[src/rtl/rstline_pkg.sv]
package rstline_pkg;
  localparam int unsigned WORD_W = 32;

  typedef enum logic [1:0] {
    SEL_NONE  = 2'd0,
    SEL_PULSE = 2'd1,
    SEL_LEVEL = 2'd2
  } sel_kind_e;

  function automatic int unsigned idx_width(input int unsigned n);
    return (n > 1) ? $clog2(n) : 1;
  endfunction
endpackage

[src/rtl/rstline_decode.sv]
module rstline_decode
  import rstline_pkg::*;
#(
  parameter int unsigned NUM_REGS  = 8,
  parameter int unsigned ADDR_W    = 8,
  parameter int unsigned LEVEL_OFS = 'h7C,
  localparam int unsigned IDX_W    = idx_width(NUM_REGS)
) (
  input  logic [ADDR_W-1:0] addr,
  output sel_kind_e         kind,
  output logic [IDX_W-1:0]  idx
);
  localparam logic [31:0] PULSE_END = 32'(4 * NUM_REGS);
  localparam logic [31:0] LVL_BASE  = 32'(LEVEL_OFS);
  localparam logic [31:0] LVL_END   = 32'(LEVEL_OFS + 4 * NUM_REGS);

  logic [31:0] a_ext;
  logic [31:0] l_rel;

  always_comb begin
    a_ext = 32'(addr);
    l_rel = a_ext - LVL_BASE;
    kind  = SEL_NONE;
    idx   = '0;
    if (a_ext[1:0] == 2'b00 && a_ext < PULSE_END) begin
      kind = SEL_PULSE;
      idx  = IDX_W'(a_ext >> 2);
    end else if (a_ext >= LVL_BASE && a_ext < LVL_END && l_rel[1:0] == 2'b00) begin
      kind = SEL_LEVEL;
      idx  = IDX_W'(l_rel >> 2);
    end
  end
endmodule

[src/rtl/rstline_pulse.sv]
module rstline_pulse #(
  parameter int unsigned LINES     = 256,
  parameter int unsigned PULSE_LEN = 16,
  localparam int unsigned CNT_W    = $clog2(PULSE_LEN + 1)
) (
  input  logic             clk,
  input  logic             rst_n,
  input  logic [LINES-1:0] start,
  output logic [LINES-1:0] active,
  output logic [LINES-1:0] active_nxt
);
  for (genvar i = 0; i < LINES; i++) begin : g_line
    logic [CNT_W-1:0] cnt_q;
    logic [CNT_W-1:0] cnt_d;

    always_comb begin
      if (start[i])            cnt_d = CNT_W'(PULSE_LEN);
      else if (cnt_q != '0)    cnt_d = cnt_q - 1'b1;
      else                     cnt_d = cnt_q;
    end

    always_ff @(posedge clk) begin
      if (!rst_n) cnt_q <= '0;
      else        cnt_q <= cnt_d;
    end

    assign active[i]     = (cnt_q != '0);
    assign active_nxt[i] = (cnt_d != '0);
  end
endmodule

[src/rtl/rstline_level.sv]
module rstline_level
  import rstline_pkg::*;
#(
  parameter int unsigned NUM_REGS = 8,
  localparam int unsigned LINES   = WORD_W * NUM_REGS
) (
  input  logic                clk,
  input  logic                rst_n,
  input  logic [NUM_REGS-1:0] load,
  input  logic [WORD_W-1:0]   wdata,
  output logic [LINES-1:0]    lvl_q,
  output logic [LINES-1:0]    lvl_nxt
);
  for (genvar k = 0; k < NUM_REGS; k++) begin : g_word
    assign lvl_nxt[k*WORD_W +: WORD_W] = load[k] ? wdata : lvl_q[k*WORD_W +: WORD_W];
  end

  always_ff @(posedge clk) begin
    if (!rst_n) lvl_q <= '1;
    else        lvl_q <= lvl_nxt;
  end
endmodule

[src/rtl/rstline_ctrl.sv]
module rstline_ctrl
  import rstline_pkg::*;
#(
  parameter int unsigned NUM_REGS  = 8,
  parameter int unsigned ADDR_W    = 8,
  parameter int unsigned LEVEL_OFS = 'h7C,
  parameter int unsigned PULSE_LEN = 16,
  localparam int unsigned LINES    = WORD_W * NUM_REGS,
  localparam int unsigned IDX_W    = idx_width(NUM_REGS)
) (
  input  logic              clk,
  input  logic              rst_n,
  input  logic [ADDR_W-1:0] bus_addr,
  input  logic [31:0]       bus_wdata,
  input  logic              bus_we,
  output logic [31:0]       bus_rdata,
  output logic [LINES-1:0]  rst_o
);
  sel_kind_e            kind;
  logic [IDX_W-1:0]     idx;
  logic [NUM_REGS-1:0]  pulse_we;
  logic [NUM_REGS-1:0]  level_we;
  logic [LINES-1:0]     start;
  logic [LINES-1:0]     pulse_act;
  logic [LINES-1:0]     pulse_act_nxt;
  logic [LINES-1:0]     lvl_q;
  logic [LINES-1:0]     lvl_nxt;
  logic [LINES-1:0]     rst_q;

  rstline_decode #(
    .NUM_REGS (NUM_REGS),
    .ADDR_W   (ADDR_W),
    .LEVEL_OFS(LEVEL_OFS)
  ) u_dec (
    .addr(bus_addr),
    .kind(kind),
    .idx (idx)
  );

  for (genvar k = 0; k < NUM_REGS; k++) begin : g_we
    assign pulse_we[k] = bus_we && kind == SEL_PULSE && idx == IDX_W'(k);
    assign level_we[k] = bus_we && kind == SEL_LEVEL && idx == IDX_W'(k);
    assign start[k*WORD_W +: WORD_W] = pulse_we[k] ? bus_wdata : '0;
  end

  rstline_pulse #(
    .LINES    (LINES),
    .PULSE_LEN(PULSE_LEN)
  ) u_pulse (
    .clk       (clk),
    .rst_n     (rst_n),
    .start     (start),
    .active    (pulse_act),
    .active_nxt(pulse_act_nxt)
  );

  rstline_level #(
    .NUM_REGS(NUM_REGS)
  ) u_level (
    .clk    (clk),
    .rst_n  (rst_n),
    .load   (level_we),
    .wdata  (bus_wdata),
    .lvl_q  (lvl_q),
    .lvl_nxt(lvl_nxt)
  );

  always_ff @(posedge clk) begin
    if (!rst_n) rst_q <= '0;
    else        rst_q <= pulse_act_nxt | ~lvl_nxt;
  end
  assign rst_o = rst_q;

  always_comb begin
    unique case (kind)
      SEL_PULSE: bus_rdata = pulse_act[32'(idx)*WORD_W +: WORD_W];
      SEL_LEVEL: bus_rdata = lvl_q[32'(idx)*WORD_W +: WORD_W];
      default:   bus_rdata = '0;
    endcase
  end
endmodule

[config.mk]
export PLATFORM = sky130hd
export DESIGN_NAME = rstline_ctrl
export DESIGN_NICKNAME = d
export VERILOG_FILES = /design/src/rtl/rstline_pkg.sv /design/src/rtl/rstline_decode.sv /design/src/rtl/rstline_pulse.sv /design/src/rtl/rstline_level.sv /design/src/rtl/rstline_ctrl.sv
export SDC_FILE = /design/constraint.sdc
export NUM_CORES = 2
export LEC_CHECK = 0
export BUFFER_PORTS_ARGS = -buffer_cell sky130_fd_sc_hd__buf_4
export CORE_AREA = 5 5 482 484
export DETAILED_ROUTE_END_ITERATION = 10
export DIE_AREA = 0 0 487 489
export SKIP_CTS_REPAIR_TIMING = 1
export SYNTH_ARGS = -nofsm -noshare
export SYNTH_HDL_FRONTEND = slang
export SYNTH_HIERARCHICAL = 1
export SYNTH_SLANG_ARGS = --single-unit
[constraint.sdc]
create_clock -name clk -period 6.23 [get_ports clk]
set_input_delay 0.623 -clock clk [delete_from_list [all_inputs] [get_ports clk]]
set_output_delay 0.623 -clock clk [all_outputs]
set_load 0.01 [all_outputs]
# Yosys cells after proc, flatten, opt, wreduce, memory -nomap -nowiden
# Index checks and enable logic that the tools add are counted.
# totals
ff_bits,1792
in_bits,43
out_inout_bits,288
elab_cells,1600
# classes
add_sub_neg,257
order_cmp,3
n_eq_ne,9
shifts,2
mux,533
bitwise_logic,2
reduce_logical,536
# op_table
op,count
2-to-1 mux 5 bit,512
nonzero test 5 bit,512
"subtractor 5 x 1 -> 5 bit, second input constant",256
2-to-1 mux 32 bit,16
indexed part select 256 x 9 -> 32 bit,2
NOT 256 bit,1
bitwise OR 256 bit,1
one-hot mux 32 bit (2 select lines),1
logical AND 1 bit,21
"equality test 3 bit, second input constant",4
"greater-or-equal comparator 8 x 7 -> 1 bit, second input constant",1
"less-than comparator 8 x 6 -> 1 bit, second input constant",1
"less-than comparator 8 bit, second input constant",1
"equality test 3 x 2 -> 1 bit, second input constant",2
2-to-1 mux 3 bit,2
"subtractor 5 bit, second input constant",1
zero test 2 bit,2
2-to-1 mux 2 bit,2
"equality test 3 x 1 -> 1 bit, second input constant",1
zero test 3 bit,1
"equality test 2 x 1 -> 1 bit, second input constant",1
"equality test 2 bit, second input constant",1

# Logic depth before layout (Yosys ltp)
# logic_depth
word_depth,12
depth_mapped,16
mapped_depth_nobuf,14

# Modules after synthesis
# The synthesis kept the hierarchy.
# by_module_without_submodules
mod,n_inst,cells_per_inst,area_each_um2,seq_area_each_um2
rstline_pulse,1,8084,69367.8,25624.6
rstline_ctrl,1,1453,14148.6,5124.9
rstline_level,1,829,11192.0,5124.9
rstline_decode,1,19,120.1,0.0

# Least setup slack after synthesis
# Ideal clock, no wire load.
# synth_timing
path_type,input to output
startpoint,input bus_addr[2]
endpoint,output bus_rdata[10]
arrival_time_ns,2.853
required_time_ns,5.607
slack_ns,2.754
path_stages,11
n_path_buf,3
path_cell_list,ha_1 -> and4_1 -> a32oi_1 -> inv_1 -> ha_1 -> buf_2 -> buf_6 -> buf_2 -> mux4_2 -> a22o_1 -> a221o_1
# synth_via
elab_chain_len,7
word_cells_on_any_way,16
classes_between,add/sub: 1; order compare: 3; eq/ne: 2; shift: 2; mux: 5; reduce/logical: 3
# synth_lines
element,line_no,text
start: declaration,rstline_ctrl.sv:13,"input logic [ADDR_W-1:0] bus_addr,"
greater-or-equal comparator 8 x 7 -> 1 bit or less-than comparator 8 bit (tied branches),rstline_decode.sv:28,end else if (a_ext >= LVL_BASE && a_ext < LVL_END && l_rel[1:0] == 2'b00) begin
logical AND 1 bit (2 in a row),rstline_decode.sv:28,
2-to-1 mux 2 bit,rstline_decode.sv:28,
2-to-1 mux 2 bit *,rstline_decode.sv:25,if (a_ext[1:0] == 2'b00 && a_ext < PULSE_END) begin
net kind[1],rstline_ctrl.sv:19,sel_kind_e kind;
equality test 2 bit or equality test 2 x 1 -> 1 bit (tied branches),rstline_ctrl.sv:75,unique case (kind)
one-hot mux 32 bit (2 select lines) *,rstline_ctrl.sv:75,
end: declaration,rstline_ctrl.sv:16,"output logic [31:0] bus_rdata,"
# The timed path passes the listed nets; every way through them passes the cells marked *.

# Final worst setup path
# layout_timing
startpoint,input bus_addr[6]
endpoint,output bus_rdata[25]
# layout_via
elab_chain_len,7
word_cells_on_any_way,15
classes_between,order compare: 3; eq/ne: 2; shift: 2; mux: 5; reduce/logical: 3
# layout_lines
element,line_no,text
greater-or-equal comparator 8 x 7 -> 1 bit or less-than comparator 8 bit (tied branches),rstline_decode.sv:28,
logical AND 1 bit (2 in a row),rstline_decode.sv:28,
2-to-1 mux 3 bit,rstline_decode.sv:28,
2-to-1 mux 3 bit *,rstline_decode.sv:25,
net idx[1],rstline_ctrl.sv:20,logic [IDX_W-1:0] idx;
indexed part select 256 x 9 -> 32 bit (on tied branches),"rstline_ctrl.sv:77, rstline_ctrl.sv:76",
one-hot mux 32 bit (2 select lines) *,rstline_ctrl.sv:75,
# Marks and branches as above.

==> flow_metrics.tcl <==
set metrics [dict create \
    ys_types 54 \
    area_growth_pct 11.7 \
    synth_top_area_cell "dfxtp_1" \
    grt_pass1_wl_um 403000 \
    synth_edf_count 0 \
    worst_ep_arrival_time_ns 4.39 \
    r2r-start "u_pulse/g_line[92].cnt_q[0]" \
    final_common_cell "dfxtp_1" \
    end_kind "primary output" \
    ys_seq_area_share_pct 37.8 \
    synthSimpleGateAreaFrac_pct 22.8 \
    rsz0062_at_grt "false" \
    slew_violations 0 \
    synth.avg_cell_area_sq_um 9.13 \
    vdd_drop_max_mv 0.269 \
    antenna_found_initial 23 \
    postSynthCellCount 10400 \
    drv_cap 0 \
    grt_overflow 0 \
    drc 0 \
    cts_buffers 202 \
    muxShareOfSynthArea_pct 6.98 \
    async_flop_share_pct 0 \
    synth_top_area_share_pct 37.8 \
    ys.flop_type "dfxtp_1" \
    final_cell_mix "dfxtp_1 (1792), nor2_1 (1322), inv_1 (856)" \
    die_y_um 489 \
    finClkSkew_ns 0.0412 \
    synthAdderAreaFrac_pct 3.42 \
    crit_family "compound AO/OA/AOI/OAI gates" \
    clock-root-buffer "clkbuf_16" \
    worstMarginPinSlew_ns 0.987 \
    die-area_sq_um 238000 \
    cts_tree "yes" \
    critPathKind "input pin to primary output" \
    rrSetupSlack_ns 3.70 \
    n_fill_cell 21300 \
    crit_top_cell "buf_4" \
    cpPeakStageDelay_ns 0.90 \
    synth_top_family_by_area "simple AND/OR/NAND/NOR gates" \
    r2r_cells 7 \
    min_path_type "input pin to flop" \
    initial_core_util_pct 41.8 \
    final_nets 10700 \
    clock_path_buffers 3 \
    drt_iter0_drc 4731 \
    ys_top_cells_by_area "dfxtp_1 (38%), xnor2_1 (7.8%), nor2_1 (5.3%), mux2_4 (3.8%), ha_1 (3.4%)" \
    synth_fp_nets 10700 \
    fin_setup_tns_ns 0 \
    grt_pass1_vias 69300 \
    hold_depth 2 \
    insertion_delay_ns 0.83 \
    required_ns 5.61 \
    vias 73300 \
    grt_start_max_net_pins 168 \
    core_sq_um 227000 \
    io_buffers 330 \
    whs_ns 0.267 \
    place_hpwl_um 190000 \
    outcome "finished, final reports clean" \
    synth-xor-area-share_pct 7.80 \
    cts_sinks 1792 \
    dr.pass1.iters 6 \
    path_buf_inv 3 \
    yosysWarnings 6 \
    finalHoldViolCount 0 \
    clk_pin_slew_ns 0.06 \
    crit_path_start "bus_addr[6]" \
    critPathSlowestCell "nor2b_4" \
    setup_violations 0 \
    grt_usage_pct 21.4 \
    path_max_fanout 19 \
    ys_ff_latch 1792 \
    syn_area_sq_um 94800 \
    start_kind "input pin" \
    wirelength_um 266000 \
    layout_worst_path_cycle_share_pct 80.5 \
    htree_num_levels 4 \
    multi_input_area_sq_um 52800 \
    post_drt_via_cell_ratio 5.38 \
    rows 175 \
    min-delay-start "rst_n" \
    synth_compound_area_share_pct 14.6 \
    gp_congestion 0.883 \
    relSlewSlack_pct 34.2 \
    post-route-min-period_ns 5.02 \
    leakage_nw 42.7 \
    ios 331 \
    power.density_nw_per_um2 569 \
    ant_nets 0 \
    fmax_mhz 199 \
    cp.depth 10 \
    die_w_um 487 \
    wl_per_cell_um 19.6 \
    regArea_sq_um 35900 \
    cp_cell_sequence "buf_4, nor4_2, a32oi_1, o21ai_4, nor2b_4, buf_4, a22oi_1, a22o_1, a221o_1, buf_4" \
    finalPower_mw 60.3 \
    drive_above_1_share_pct 13.2 \
]
-- synthesized netlist by cell type, types with 10 or more instances --
cell type	count
a211oi_1	247
a21boi_0	404
a21oi_1	129
a221o_1	31
a22o_1	32
a22oi_1	31
and2_1	266
and3_1	241
and3_4	122
buf_12	24
buf_2	328
buf_6	15
clkbuf_1	193
dfxtp_1	1792
ha_1	259
inv_1	857
mux2_2	18
mux2_4	240
mux2i_1	63
mux4_2	97
nand2_1	24
nand2b_1	500
nand3_1	10
nor2_1	1334
nor2b_1	123
nor3_1	595
nor4_1	83
o211ai_1	76
o21a_1	216
o21ai_0	17
o21ai_1	92
o21ba_2	92
o21bai_1	80
o221ai_1	80
o311a_1	92
o31a_1	76
o41ai_1	92
or2_1	240
or2_2	16
or3b_2	32
or4b_1	256
xnor2_1	843
-- power by group --
group	internal [mW]	switching, mW
clock	7.42	5.01
combinational	13.2	14.1
sequential	15.3	5.23
-- metal layers --
| metal | GRT usage [%] | share of wire (%) |
|---|---|---|
| met5 | 0 | 0.013 |
| met4 | 7.86 | 3.6 |
| met3 | 2.98 | 4.8 |
| met2 | 35.1 | 45 |
| met1 | 28.8 | 46 |
-- area by class of cell --
class,instances,area share [%]
repair buffers,406,3.00
clock buffers,277,5.52
clock inverters,94,1.09
diodes,13,0.0307
inverters,857,3.04
multi-input cells,7170,49.9
flip-flops and latches,1792,33.9
well taps,3009,3.55
-- logic make-up after synthesis --
family | Yosys count
multiplexers | 418
AND/OR/NAND/NOR | 3851
AO/OA/AOI/OAI | 1798
XOR/XNOR | 844
adder cells (fa/ha/maj) | 259
flip-flops | 1792
buffers and inverters | 1423
-- state kept, by name (all words and copies together), names as in the netlist --
| register | cells |
|---|---|
| u_pulse/g_line.cnt_q | 1280 |
| u_level/lvl_q | 256 |
| rst_o | 256 |
-- worst paths after layout --
check / endpoint
worst min register to register: u_pulse/g_line[7].cnt_q[4]
worst min-delay path: u_pulse/g_line[197].cnt_q[4]
worst max-delay path: bus_rdata[25]
worst max register to register: rst_o[92]
-- worst reg2reg max path, stage by stage, from the launching register on --
cell and delay, ns:
dfxtp_1 0.36, inv_1 0.08, ha_1 0.21, or4b_1 0.61, and3_4 0.26, o221ai_1 0.19
inv_1 0.07, a21boi_0 0.57
-- stage by stage --
step / setup WS [ns] / utilization, % / std cells / cell area (sq um)
after floorplan: 2.75 / - / 10400 / 94800
after global placement: 1.29 / 43.6 / 13200 / 98900
after detailed placement: 1.30 / 43.6 / 13200 / 98900
after CTS: 1.30 / 46.7 / 13600 / 106000
after global routing: 1.17 / 46.7 / 13600 / 106000
final: 1.21 / 46.7 / 13600 / 106000
(Power assumes the default switching activity.)
